--- src/rtl/burst_seq_pkg.sv ---
package burst_seq_pkg;
  localparam int LOW_W = 2;

  typedef enum logic [1:0] {
    SRC_NONE = 2'b00,
    SRC_PROC = 2'b01,
    SRC_CTRL = 2'b10
  } src_e;

  function automatic logic [LOW_W-1:0] lin_low(input logic [LOW_W-1:0] start,
                                               input logic [LOW_W-1:0] cnt);
    return start + cnt;
  endfunction

  function automatic logic [LOW_W-1:0] ilv_low(input logic [LOW_W-1:0] start,
                                               input logic [LOW_W-1:0] cnt);
    return start ^ cnt;
  endfunction

  function automatic logic [LOW_W-1:0] beat_low(input logic ilv,
                                                input logic [LOW_W-1:0] start,
                                                input logic [LOW_W-1:0] cnt);
    return ilv ? ilv_low(start, cnt) : lin_low(start, cnt);
  endfunction
endpackage

--- src/rtl/bseq_strobe_arb.sv ---
module bseq_strobe_arb
  import burst_seq_pkg::*;
(
  input  logic clk,
  input  logic rst_n,
  input  logic cpu_strb_n,
  input  logic ctl_strb_n,
  input  logic en1_n,
  output src_e src,
  output logic load
);
  logic proc_ok;
  logic ctrl_ok;

  assign proc_ok = !cpu_strb_n && !en1_n;
  assign ctrl_ok = !ctl_strb_n;

  always_comb begin
    if (proc_ok)      src = SRC_PROC;
    else if (ctrl_ok) src = SRC_CTRL;
    else              src = SRC_NONE;
  end

  assign load = (src != SRC_NONE);

  // a gated processor strobe alone never produces a load
  p_gated_cpu_r3: assert property (@(posedge clk) disable iff (!rst_n)
    (en1_n && ctl_strb_n) |-> !load);

  // the controller strobe always produces a load
  p_ctl_loads_r4: assert property (@(posedge clk) disable iff (!rst_n)
    !ctl_strb_n |-> load);
endmodule

--- src/rtl/bseq_sel_dec.sv ---
module bseq_sel_dec (
  input  logic en1_n,
  input  logic en2,
  input  logic en3_n,
  output logic sel_now
);
  assign sel_now = !en1_n && en2 && !en3_n;
endmodule

--- src/rtl/bseq_beat_ctr.sv ---
module bseq_beat_ctr
  import burst_seq_pkg::*;
#(
  parameter int AW = 8
) (
  input  logic          clk,
  input  logic          rst_n,
  input  logic          load,
  input  logic          step,
  input  logic          order_ilv,
  input  logic [AW-1:0] addr_in,
  output logic [AW-1:0] word_addr
);
  localparam int UW = AW - LOW_W;

  logic [AW-1:0]    base_q;
  logic [LOW_W-1:0] cnt_q;
  logic [UW-1:0]    upper;
  logic [LOW_W-1:0] low;

  always_ff @(posedge clk) begin
    if (!rst_n) begin
      base_q <= '0;
      cnt_q  <= '0;
    end else if (load) begin
      base_q <= addr_in;
      cnt_q  <= '0;
    end else if (step) begin
      cnt_q  <= cnt_q + 1'b1;
    end
  end

  assign upper     = base_q[AW-1:LOW_W];
  assign low       = beat_low(order_ilv, base_q[LOW_W-1:0], cnt_q);
  assign word_addr = {upper, low};

  // upper bits change only through a load
  p_upper_fixed_r8: assert property (@(posedge clk) disable iff (!rst_n)
    !load |=> $stable(word_addr[AW-1:LOW_W]));

  // with no load and no advance the address holds (order unchanged)
  p_hold_r5: assert property (@(posedge clk) disable iff (!rst_n)
    (!load && !step) |=> (!$stable(order_ilv) || $stable(word_addr)));

  // in linear order an advance adds one to the low bits
  p_lin_step_r6: assert property (@(posedge clk) disable iff (!rst_n)
    (!load && step && !order_ilv) |=>
      (order_ilv || word_addr[LOW_W-1:0] == LOW_W'($past(word_addr[LOW_W-1:0]) + 1'b1)));

  // a load shows the sampled address next cycle
  p_load_addr_r2: assert property (@(posedge clk) disable iff (!rst_n)
    load |=> word_addr == $past(addr_in));
endmodule

--- src/rtl/burst_seq_top.sv ---
module burst_seq_top
  import burst_seq_pkg::*;
#(
  parameter int AW = 8
) (
  input  logic          clk,
  input  logic          rst_n,
  input  logic [AW-1:0] addr_in,
  input  logic          cpu_strb_n,
  input  logic          ctl_strb_n,
  input  logic          adv_n,
  input  logic          en1_n,
  input  logic          en2,
  input  logic          en3_n,
  input  logic          order_sel,
  output logic [AW-1:0] word_addr,
  output logic          selected,
  output logic [1:0]    start_kind
);
  src_e src_evt;
  logic load_evt;
  logic step_evt;
  logic sel_now;
  logic sel_q;
  logic [1:0] kind_q;

  bseq_strobe_arb arb_i (
    .clk        (clk),
    .rst_n      (rst_n),
    .cpu_strb_n (cpu_strb_n),
    .ctl_strb_n (ctl_strb_n),
    .en1_n      (en1_n),
    .src        (src_evt),
    .load       (load_evt)
  );

  bseq_sel_dec dec_i (
    .en1_n   (en1_n),
    .en2     (en2),
    .en3_n   (en3_n),
    .sel_now (sel_now)
  );

  assign step_evt = !adv_n;

  bseq_beat_ctr #(.AW(AW)) ctr_i (
    .clk       (clk),
    .rst_n     (rst_n),
    .load      (load_evt),
    .step      (step_evt),
    .order_ilv (order_sel),
    .addr_in   (addr_in),
    .word_addr (word_addr)
  );

  always_ff @(posedge clk) begin
    if (!rst_n) begin
      sel_q  <= 1'b0;
      kind_q <= 2'b00;
    end else begin
      kind_q <= src_evt;
      if (load_evt) sel_q <= sel_now;
    end
  end

  assign selected   = sel_q;
  assign start_kind = kind_q;

  // start marker is at most one-hot
  p_kind_onehot_r11: assert property (@(posedge clk) disable iff (!rst_n)
    $onehot0(start_kind));

  // an honoured processor strobe wins over the controller
  p_proc_wins_r11: assert property (@(posedge clk) disable iff (!rst_n)
    (!cpu_strb_n && !en1_n) |=> start_kind == 2'b01);

  // selected only moves on a load
  p_sel_hold_r9: assert property (@(posedge clk) disable iff (!rst_n)
    !load_evt |=> $stable(selected));
endmodule

--- config.mk ---
export PLATFORM = sky130hd
export DESIGN_NAME = burst_seq_top
export DESIGN_NICKNAME = d
export VERILOG_FILES = /design/src/rtl/burst_seq_pkg.sv /design/src/rtl/bseq_strobe_arb.sv /design/src/rtl/bseq_sel_dec.sv /design/src/rtl/bseq_beat_ctr.sv /design/src/rtl/burst_seq_top.sv
export SDC_FILE = /design/constraint.sdc
export NUM_CORES = 1
export LEC_CHECK = 0
export BUFFER_PORTS_ARGS = -buffer_cell sky130_fd_sc_hd__buf_2
export CORE_MARGIN = 4
export CORE_UTILIZATION = 41
export CTS_BUF_LIST = sky130_fd_sc_hd__clkbuf_4 sky130_fd_sc_hd__clkbuf_8
export DETAILED_ROUTE_END_ITERATION = 8
export PLACE_DENSITY = 0.78
export REMOVE_ABC_BUFFERS = 1
export SYNTH_ARGS = -nofsm -noshare
export SYNTH_HDL_FRONTEND = slang
export SYNTH_SLANG_ARGS = --single-unit
--- constraint.sdc ---
create_clock -name clk -period 1.01 [get_ports clk]
set_clock_uncertainty 0.15 [all_clocks]
set_input_delay 0.0505 -clock clk [delete_from_list [all_inputs] [get_ports clk]]
set_output_delay 0.0505 -clock clk [all_outputs]
set_load 0.02 [all_outputs]
==> results of run 1 <==
-- timing repair --
| action | CTS | global route |
|---|---|---|
| pin swaps | 1 | 3 |
| hold buffers | 16 | 2 |
| gates resized for setup | 10 | 11 |
| gates cloned | 0 | 0 |
| setup endpoints to repair | 3 | 12 |
| buffers inserted | 1 | 1 |
| endpoints found under the hold margin | 13 | 2 |
-- registers in the layout, indices dropped and copies added (netlist names) --
signal / flops
ctr_i.base_q: 8
selected: 1
start_kind: 2
ctr_i.cnt_q: 2
-- cells by family after synthesis --
logic type / count (synthesis) / synth area share
XOR/XNOR: 3 / 0.0456
adder cells (fa/ha/maj): 1 / 0.0217
flip-flops: 13 / 0.451
AND/OR/NAND/NOR: 26 / 0.221
buffers and inverters: 9 / 0.126
AO/OA/AOI/OAI: 12 / 0.134
-- layout make-up --
cell class,instances,share of cell area
flip-flops and latches,13,0.266
multi-input cells,42,0.303
clock buffers,4,0.0305
repair buffers,47,0.381
well taps,15,0.0190
-- routing by layer --
layer	vias to the layer above	global-route usage	routed length (um)
li1	294	-	-
met1	265	0.199	616
met2	17	0.279	846
met3	0	0.0237	67
met4	0	0.0702	0
met5	-	0	0
-- critical path, delay by kind of cell, from the launching register on --
kind	cells	cell delay [ns]
adder cells (fa/ha/maj)	1	0.13
XOR/XNOR	1	0.11
buffers and inverters	1	0.16
flip-flops	1	0.36
AND/OR/NAND/NOR	1	0.15
-- where the power goes --
group	internal, uW	switching (uW)	total (uW)	leakage [uW]
clock	179	161	340	0.0000184
combinational	153	128	282	0.000305
sequential	542	16.9	558	0.000108
total	874	306	1180	0.000432
-- how the worst max path moves through the flow --
stage,slack (ns),cells after the start,endpoint
finish,-0.36,4,word_addr[1]
global route,-0.41,4,word_addr[1]
CTS,-0.37,4,word_addr[1]
detailed placement,-0.12,4,word_addr[1]
global placement,-0.08,4,word_addr[1]
floorplan,-0.17,3,word_addr[1]
-- stage by stage --
step                      TNS (ns)  total power [uW]  instances  utilization  setup slack (ns)
after floorplan             -0.170               656         55            -            -0.170
after global placement     -0.0825               755         99        0.530           -0.0825
after detailed placement    -0.135               761         99        0.530            -0.124
after CTS                   -0.727              1170        120        0.708            -0.374
after global routing        -0.839              1250        121        0.748            -0.409
final                       -0.698              1180        121        0.748            -0.363
-- layout by cell type (no fill, tap or decap), drive strengths merged --
master        Yosys  layout
nand3             8       8
nor2              3       3
nor3              1       1
ha                1       1
nor3b             1       1
dfxtp            13      13
dlymetal6s4s      0       1
clkbuf            0       4
dlygate4sd3       0      15
nor2b             3       3
buf               9      31
o21ai            11      11
nand2             9       9
nand4             1       1
xnor2             3       3
o211ai            1       1
==> flow_metrics.tcl, run 1 <==
set metrics [dict create \
    yosys.cell_types.count 19 \
    finalSetupViolations 4 \
    synth.top_cells.by_area "dfxtp_1 45%, buf_4 7.8%, nand3_1 6.1%" \
    placed_area_sq_um 698 \
    filler_cell_count 95 \
    post-synth-top-count-cell "dfxtp_1" \
    dieWidth_um 45.5 \
    synth-async-reset-ratio 0 \
    grt_max_degree 19 \
    std_cell_rows 13 \
    timing.setup.critical_path_class "reg2out" \
    grt_usage 0.163 \
    number_of_ports_placed_on_the_die_boundary 28 \
    syn_to_final_growth_pct 70.9 \
    p_per_area_nw_per_um2 1200 \
    hold_violations 3 \
    post-route-worst-setup-slack_ns -0.363 \
    rsz0062_at_grt "true" \
    finalNetCount 125 \
    postSynthRegisterBits 13 \
    layout_min_cycle_time_ns 1.37 \
    synth_area_per_cell_sq_um 9.01 \
    syn_inst 64 \
    detail_route.wirelength_mm 1.53 \
    synth_enable_flop_cells 0 \
    post_drt_wl_per_cell_um 12.6 \
    max_cap_violations 0 \
    timing.rr.start "ctr_i.cnt_q[0]" \
    drt-vias-per-instance 4.76 \
    layout-drive-gt1-share 0.443 \
    clock_net_sink_count 13 \
    yosysTopAreaCellShare 0.451 \
    floorplan.core_area_sq_um 1320 \
    crit_arrival_ns 1.17 \
    hold_start "rst_n" \
    number_of_antenna_violations_at_the_first_check_in_global_routing 0 \
    place.gp.congestion 0.693 \
    detailroute.via_count 576 \
    drt_iter0_markers 6 \
    r2r_end "ctr_i.cnt_q[1]" \
    cp_slowest_stage_delay_ns 0.36 \
    worst_ir_drop_vdd_uv 818 \
    worst_slew_margin_rel 0.832 \
    ant_nets 0 \
    die_h_um 45.5 \
    hold_ws_ns -0.0360 \
    via_count_of_the_first_global_routing_pass 562 \
    drtPass1Iterations 4 \
    clk-insertion-delay-late_ns 0.26 \
    port-buffer-count 27 \
    cell_depth_of_the_worst_flop_to_flop_path 5 \
    cts_root_buffer "clkbuf_4" \
    worst-r2r-setup-slack_ns -0.15 \
    outcome "complete, but fails checks" \
    initial_core_util 0.438 \
    beginning_of_the_critical_path "ctr_i.cnt_q[0]" \
    clock.fmax_mhz 728 \
    register_area_sq_um 263 \
    setup.worst_path.start_class "register" \
    power.static_leakage_uw 0.000432 \
    seq_area_frac_synth 0.451 \
    clock_tree_from_tritoncts "yes" \
    post-route-cell-area_sq_um 986 \
    prevailing_post_synth_register_cell "dfxtp_1" \
    synth.top_cells.by_count "13 x dfxtp_1, 9 x nand2_1, 7 x nand3_1, 7 x o21ai_0, 6 x buf_4" \
    design.die.area_sq_um 2070 \
    critical_path_cell_sequence "ha_4 -> nor2b_4 -> xnor2_2 -> buf_4" \
    synth.largest_area_cell "dfxtp_1" \
    cts_buffers 3 \
    clock_slew_at_the_register_clock_pins_of_the_worst_setup_and_hold_paths_ns 0.08 \
    clock_tree.buffer_depth 2 \
    violations_in_the_final_reports "hold timing, setup timing" \
    yosysWarningCount 0 \
    critPathSlowestCell "dfxtp_2" \
    grt_pass1_wl_mm 2.45 \
    timing.final.max_slew_violations 0 \
    hold_path_end "ctr_i.base_q[1]" \
    summed_instance_area_of_the_synthesized_netlist_sq_um 577 \
    hp-class "in2reg" \
    timing.hold.worst_path_depth 3 \
    cts_htree_levels 1 \
    crit_path_end_kind "output port" \
    multiInputGateArea_sq_um 299 \
    critical_path.max_fanout 2 \
    cp.required_ns 0.81 \
    tightest_slew_ns 0.252 \
    timing.final.crit_share 1.36 \
    drc 0 \
    insertedDiodeCount 0 \
    globalRoute.totalOverflow 0 \
]
Power figures use the tool's default switching activity.
==> run 2: changes to the inputs <==
Settings changed: HOLD_SLACK_MARGIN set to 0.08.
==> run 2 against run 1 <==
The run still ends with hold timing, setup timing left; global-route usage shrank 0.88 points; sequential share of layout area increased by 0.62 points; sequential cell count unchanged; via count fell by 1.7%; final cell count fell by 1.7%; critical path type unchanged; count of clock-buffer cells in the layout stayed put; register-to-register slack about the same; core utilization is 1.7 points lower; hold slack improved by 0.0078 ns; highest routed layer is now met4; non-clock buffer count fell by 2; largest power group unchanged; routed wire length decreased by 7.6%.
==> flow_metrics.tcl, run 2 (same netlist as run 1, synthesis figures left out) <==
set metrics [dict create \
    drc 0 \
    clk-insertion-delay-late_ns 0.26 \
    clockPowerShare 0.286 \
    grt_usage 0.154 \
    pre_cts_ws_ns -0.124 \
    dieWidth_um 45.5 \
    post-route-cell-area_sq_um 963 \
    initial_core_util 0.438 \
    setup_tns_ns -1.78 \
    outcome "complete, but fails checks" \
    number_of_ports_placed_on_the_die_boundary 28 \
    clock.fmax_mhz 742 \
    hold_start "rst_n" \
    crit_buf_inv 1 \
    switching_share 0.254 \
    detail_route.wirelength_mm 1.41 \
    die_h_um 45.5 \
    largest_register_ff_count 8 \
    ant_nets 0 \
    drt_iter0_markers 7 \
    place.gp.congestion 0.693 \
    cts_buffers 3 \
    finalSetupViolations 13 \
    clock_tree.buffer_depth 2 \
    cp_slowest_stage_delay_ns 0.36 \
    design.die.area_sq_um 2070 \
    hp-class "in2reg" \
    critPathTopFamily "flip-flops" \
    power.static_leakage_uw 0.000414 \
    cts_root_buffer "clkbuf_4" \
    tightest_slew_ns 0.254 \
    crit_path_end_kind "output port" \
    largest_reg_by_ff_count "ctr_i.base_q" \
    drt-vias-per-instance 4.76 \
    globalRoute.totalOverflow 0 \
    critical_path_cell_sequence "ha_4 -> nor2b_4 -> xnor2_2 -> buf_4" \
    pwr-share-seq 0.480 \
    insertedDiodeCount 0 \
    critical_path.max_fanout 2 \
    beginning_of_the_critical_path "ctr_i.cnt_q[0]" \
    cp.required_ns 0.81 \
    port-buffer-count 27 \
    worst_slew_margin_rel 0.830 \
    floorplan.core_area_sq_um 1320 \
    setup.worst_path.start_class "register" \
    power_switching_uw 295 \
    timing.final.crit_share 1.34 \
    finalNetCount 123 \
    worst_ir_drop_vdd_uv 834 \
    critPathSlowestCell "dfxtp_2" \
    drtPass1Iterations 4 \
    timing.rr.start "ctr_i.cnt_q[0]" \
    rsz0062_at_grt "true" \
    detailroute.via_count 566 \
    post-route-worst-setup-slack_ns -0.338 \
    internal-power_uw 868 \
    layout-drive-gt1-share 0.452 \
    post_drt_wl_per_cell_um 11.9 \
    cts_htree_levels 1 \
    final_common_cell "buf_2" \
    hold_violations 4 \
    clock_tree_from_tritoncts "yes" \
    clock_net_sink_count 13 \
    hold_ws_ns -0.0282 \
    max_cap_violations 0 \
    clock_slew_at_the_register_clock_pins_of_the_worst_setup_and_hold_paths_ns 0.08 \
    most-common-layout-cells "21 x buf_2, 14 x dlygate4sd3_1, 11 x dfxtp_1" \
    crit_arrival_ns 1.15 \
    power_frac_comb 0.234 \
    p_per_area_nw_per_um2 1210 \
    final_total_power_uw 1160 \
    number_of_antenna_violations_at_the_first_check_in_global_routing 0 \
    placed_area_sq_um 698 \
    via_count_of_the_first_global_routing_pass 536 \
    grt_pass1_wl_mm 2.33 \
    grt_max_degree 19 \
    timing.final.max_slew_violations 0 \
    std_cell_rows 13 \
    syn_to_final_growth_pct 67.0 \
    violations_in_the_final_reports "hold timing, setup timing" \
    timing.setup.critical_path_class "reg2out" \
    layout_min_cycle_time_ns 1.35 \
]
[run 2: worst register-to-register path: cells and delay by family, from the launching register on]
family / cells / cell delay (ns)
simple gates: 2 / 0.18
flops: 1 / 0.34
buf+inv: 2 / 0.23
xor+xnor: 1 / 0.15
[run 2: what timing repair did]
action,4_1_cts,5_1_grt
setup buffers,1,1
setup endpoints to repair,3,17
pin swaps,1,4
gates resized for setup,10,10
endpoints found under the hold margin,13,8
hold buffers,14,3
[run 2: per-stage QoR]
step	utilization	std cells
after global placement	0.530	99
after detailed placement	0.530	99
after global routing	0.731	119
after CTS	0.692	118
after floorplan	-	55
final	0.731	119
[run 2: worst paths after layout]
| kind | end | cells after the start | slack (ns) |
|---|---|---|---|
| min | ctr_i.base_q[4] | 3 | -0.03 |
| min reg2reg | ctr_i.base_q[2] | 2 | 0.30 |
| max reg2reg | ctr_i.cnt_q[1] | 5 | -0.15 |
| max | word_addr[1] | 4 | -0.34 |
[run 2: metal layers]
metal	track usage	wire length [um]	vias up	share of wire
met2	0.259	772	17	0.55
met4	0.0702	10	0	0.0071
met1	0.190	558	257	0.39
li1	-	-	290	-
met5	0	0	-	0
met3	0.0237	71	2	0.050
[run 2: power groups by stage]
stage	registers, uW	logic, uW	clock network, uW
global placement	564	191	0
detailed placement	566	195	0
finish	558	272	333
global route	562	296	381
floorplan	591	64.4	0
CTS	557	252	352
[run 2: final cells by class]
cell class                      count  area (sq um)
Sequential cell                    13           263
Tap cell                           15          18.8
Fill cell                          98           354
Clock buffer                        4          30.0
Multi-Input combinational cell     42           299
Timing Repair Buffer               45           353
==> run 3: changes to the inputs <==
Clock period 1.01 ns to 1.1 ns, I/O delays scaled along.
==> run 3 against run 2 <==
The run ends with setup timing left; hold slack better by 0.11 ns; final cell count is 2.5% higher; sequential share of layout area is 0.76 points lower; critical endpoint unchanged; largest cell class unchanged; highest routed layer unchanged.
==> flow_metrics.tcl, run 3 (same netlist as run 1, synthesis figures left out) <==
set metrics [dict create \
    critical_path_cell_sequence "ha_4 -> nor2b_4 -> xnor2_1 -> buf_4" \
    worst-r2r-setup-slack_ns 0.06 \
    rsz0062_at_grt "true" \
    grt_max_degree 19 \
    clock_tree_from_tritoncts "yes" \
    violations_in_the_final_reports "setup timing" \
    number_of_ports_placed_on_the_die_boundary 28 \
    pre_cts_ws_ns -0.0345 \
    cp.required_ns 0.89 \
    cts_htree_levels 1 \
    timing.final.max_slew_violations 0 \
    port-buffer-count 27 \
    critPathSlowestCell "dfxtp_2" \
    timing.setup.critical_path_class "reg2out" \
    worst_ir_drop_vdd_uv 778 \
    switching_share 0.274 \
    die_h_um 45.5 \
    cp_slowest_stage_delay_ns 0.34 \
    placed_area_sq_um 686 \
    dieWidth_um 45.5 \
    power_switching_uw 306 \
    clock_net_sink_count 13 \
    largest_register_ff_count 8 \
    initial_core_util 0.438 \
    clock_slew_at_the_register_clock_pins_of_the_worst_setup_and_hold_paths_ns 0.09 \
    place.gp.congestion 0.694 \
    drt-vias-per-instance 4.94 \
    cts_root_buffer "clkbuf_4" \
    post_drt_wl_per_cell_um 13.6 \
    crit_path_end_kind "output port" \
    post-route-cell-area_sq_um 991 \
    power_frac_comb 0.240 \
    drc 0 \
    via_count_of_the_first_global_routing_pass 579 \
    p_per_area_nw_per_um2 1130 \
    drt_iter0_markers 6 \
    internal-power_uw 810 \
    crit_arrival_ns 1.16 \
    pwr-share-seq 0.459 \
    finalSetupViolations 2 \
    hold_violations 0 \
    setup.worst_path.start_class "register" \
    cts_buffers 3 \
    post-route-worst-setup-slack_ns -0.266 \
    timing.final.crit_share 1.24 \
    power.static_leakage_uw 0.000463 \
    worst_slew_margin_rel 0.801 \
    detailroute.via_count 603 \
    drtPass1Iterations 4 \
    clock.fmax_mhz 732 \
    grt_usage 0.176 \
    design.die.area_sq_um 2070 \
    insertedDiodeCount 0 \
    final_common_cell "buf_2" \
    number_of_antenna_violations_at_the_first_check_in_global_routing 0 \
    most-common-layout-cells "24 x buf_2, 13 x dlygate4sd3_1, 11 x dfxtp_1" \
    clockPowerShare 0.301 \
    floorplan.core_area_sq_um 1320 \
    layout-drive-gt1-share 0.402 \
    clk-insertion-delay-late_ns 0.28 \
    critical_path.max_fanout 2 \
    detail_route.wirelength_mm 1.66 \
    max_cap_violations 0 \
    finalNetCount 126 \
    hp-class "in2reg" \
    largest_reg_by_ff_count "ctr_i.base_q" \
    layout_min_cycle_time_ns 1.37 \
    layout.core_utilization 0.752 \
    ant_nets 0 \
    globalRoute.totalOverflow 0 \
    clock_tree.buffer_depth 2 \
    tightest_slew_ns 0.299 \
    syn_to_final_growth_pct 71.8 \
    outcome "complete, but fails checks" \
    std_cell_rows 13 \
    grt_pass1_wl_mm 2.52 \
]
-- run 3: changes by cell type in the layout (fill, tap and decap cells not counted), moves of 2 or more --
cell / previous run / this run
dlymetal6s4s_1: 0 / 4
buf_2: 21 / 24
xnor2_2: 3 / 0
clkbuf_16: 0 / 2
xnor2_1: 0 / 3
buf_4: 6 / 2
-- run 3: area by class of cell --
cell class	count	area [sq um]
Clock buffer	4	30.0
Fill cell	89	327
Multi-Input combinational cell	42	272
Sequential cell	13	263
Tap cell	15	18.8
Timing Repair Buffer	48	408
-- run 3: path summary, 6_finish.rpt --
path	startpoint	to	cells after the start
worst max-delay path	ctr_i.cnt_q[0]	word_addr[1]	4
worst min-delay path	cpu_strb_n	start_kind[0]	3
worst max register to register	ctr_i.cnt_q[0]	ctr_i.cnt_q[1]	4
worst min register to register	ctr_i.base_q[4]	ctr_i.base_q[4]	2
-- run 3: repair_timing --
action,in CTS,in global routing
hold buffers,16,1
endpoints found under the hold margin,13,1
setup endpoints to repair,2,9
cloned,0,2
buffers inserted,1,0
pin swaps,2,3
gates resized for setup,10,7
-- run 3: routing by layer --
metal / wire length, um / part of all wire / GRT usage / vias up
met3: 74 / 0.045 / 0.0514 / 4
met2: 924 / 0.56 / 0.309 / 21
met1: 619 / 0.37 / 0.174 / 280
met5: 0 / 0 / 0 / -
met4: 40 / 0.024 / 0.123 / 0
li1: - / - / - / 298
-- run 3: power groups by stage --
stage          clock network, uW  registers, uW  logic (uW)
2_1_floorplan                  0            543        59.1
3_3_place_gp                   0            518         169
3_5_place_dp                   0            519         172
4_1_cts                      330            511         231
5_1_grt                      371            514         289
6_report                     336            512         268
-- run 3: through the flow --
stage          hold WS [ns]  setup TNS, ns  instances  total power (uW)
6_report             0.0850         -0.357        122              1120
5_1_grt               0.104         -0.476        122              1170
4_1_cts              0.0818         -0.470        120              1070
3_5_place_dp          0.125        -0.0345         99               691
3_3_place_gp          0.119              0         99               687
2_1_floorplan       -0.0226        -0.0846         55               602
-- run 3: worst max-delay path, delay by kind of cell (launching register included) --
kind	cells	cell delay, ns
AND/OR/NAND/NOR	1	0.11
buffers and inverters	1	0.16
flip-flops	1	0.34
XOR/XNOR	1	0.12
adder cells (fa/ha/maj)	1	0.15
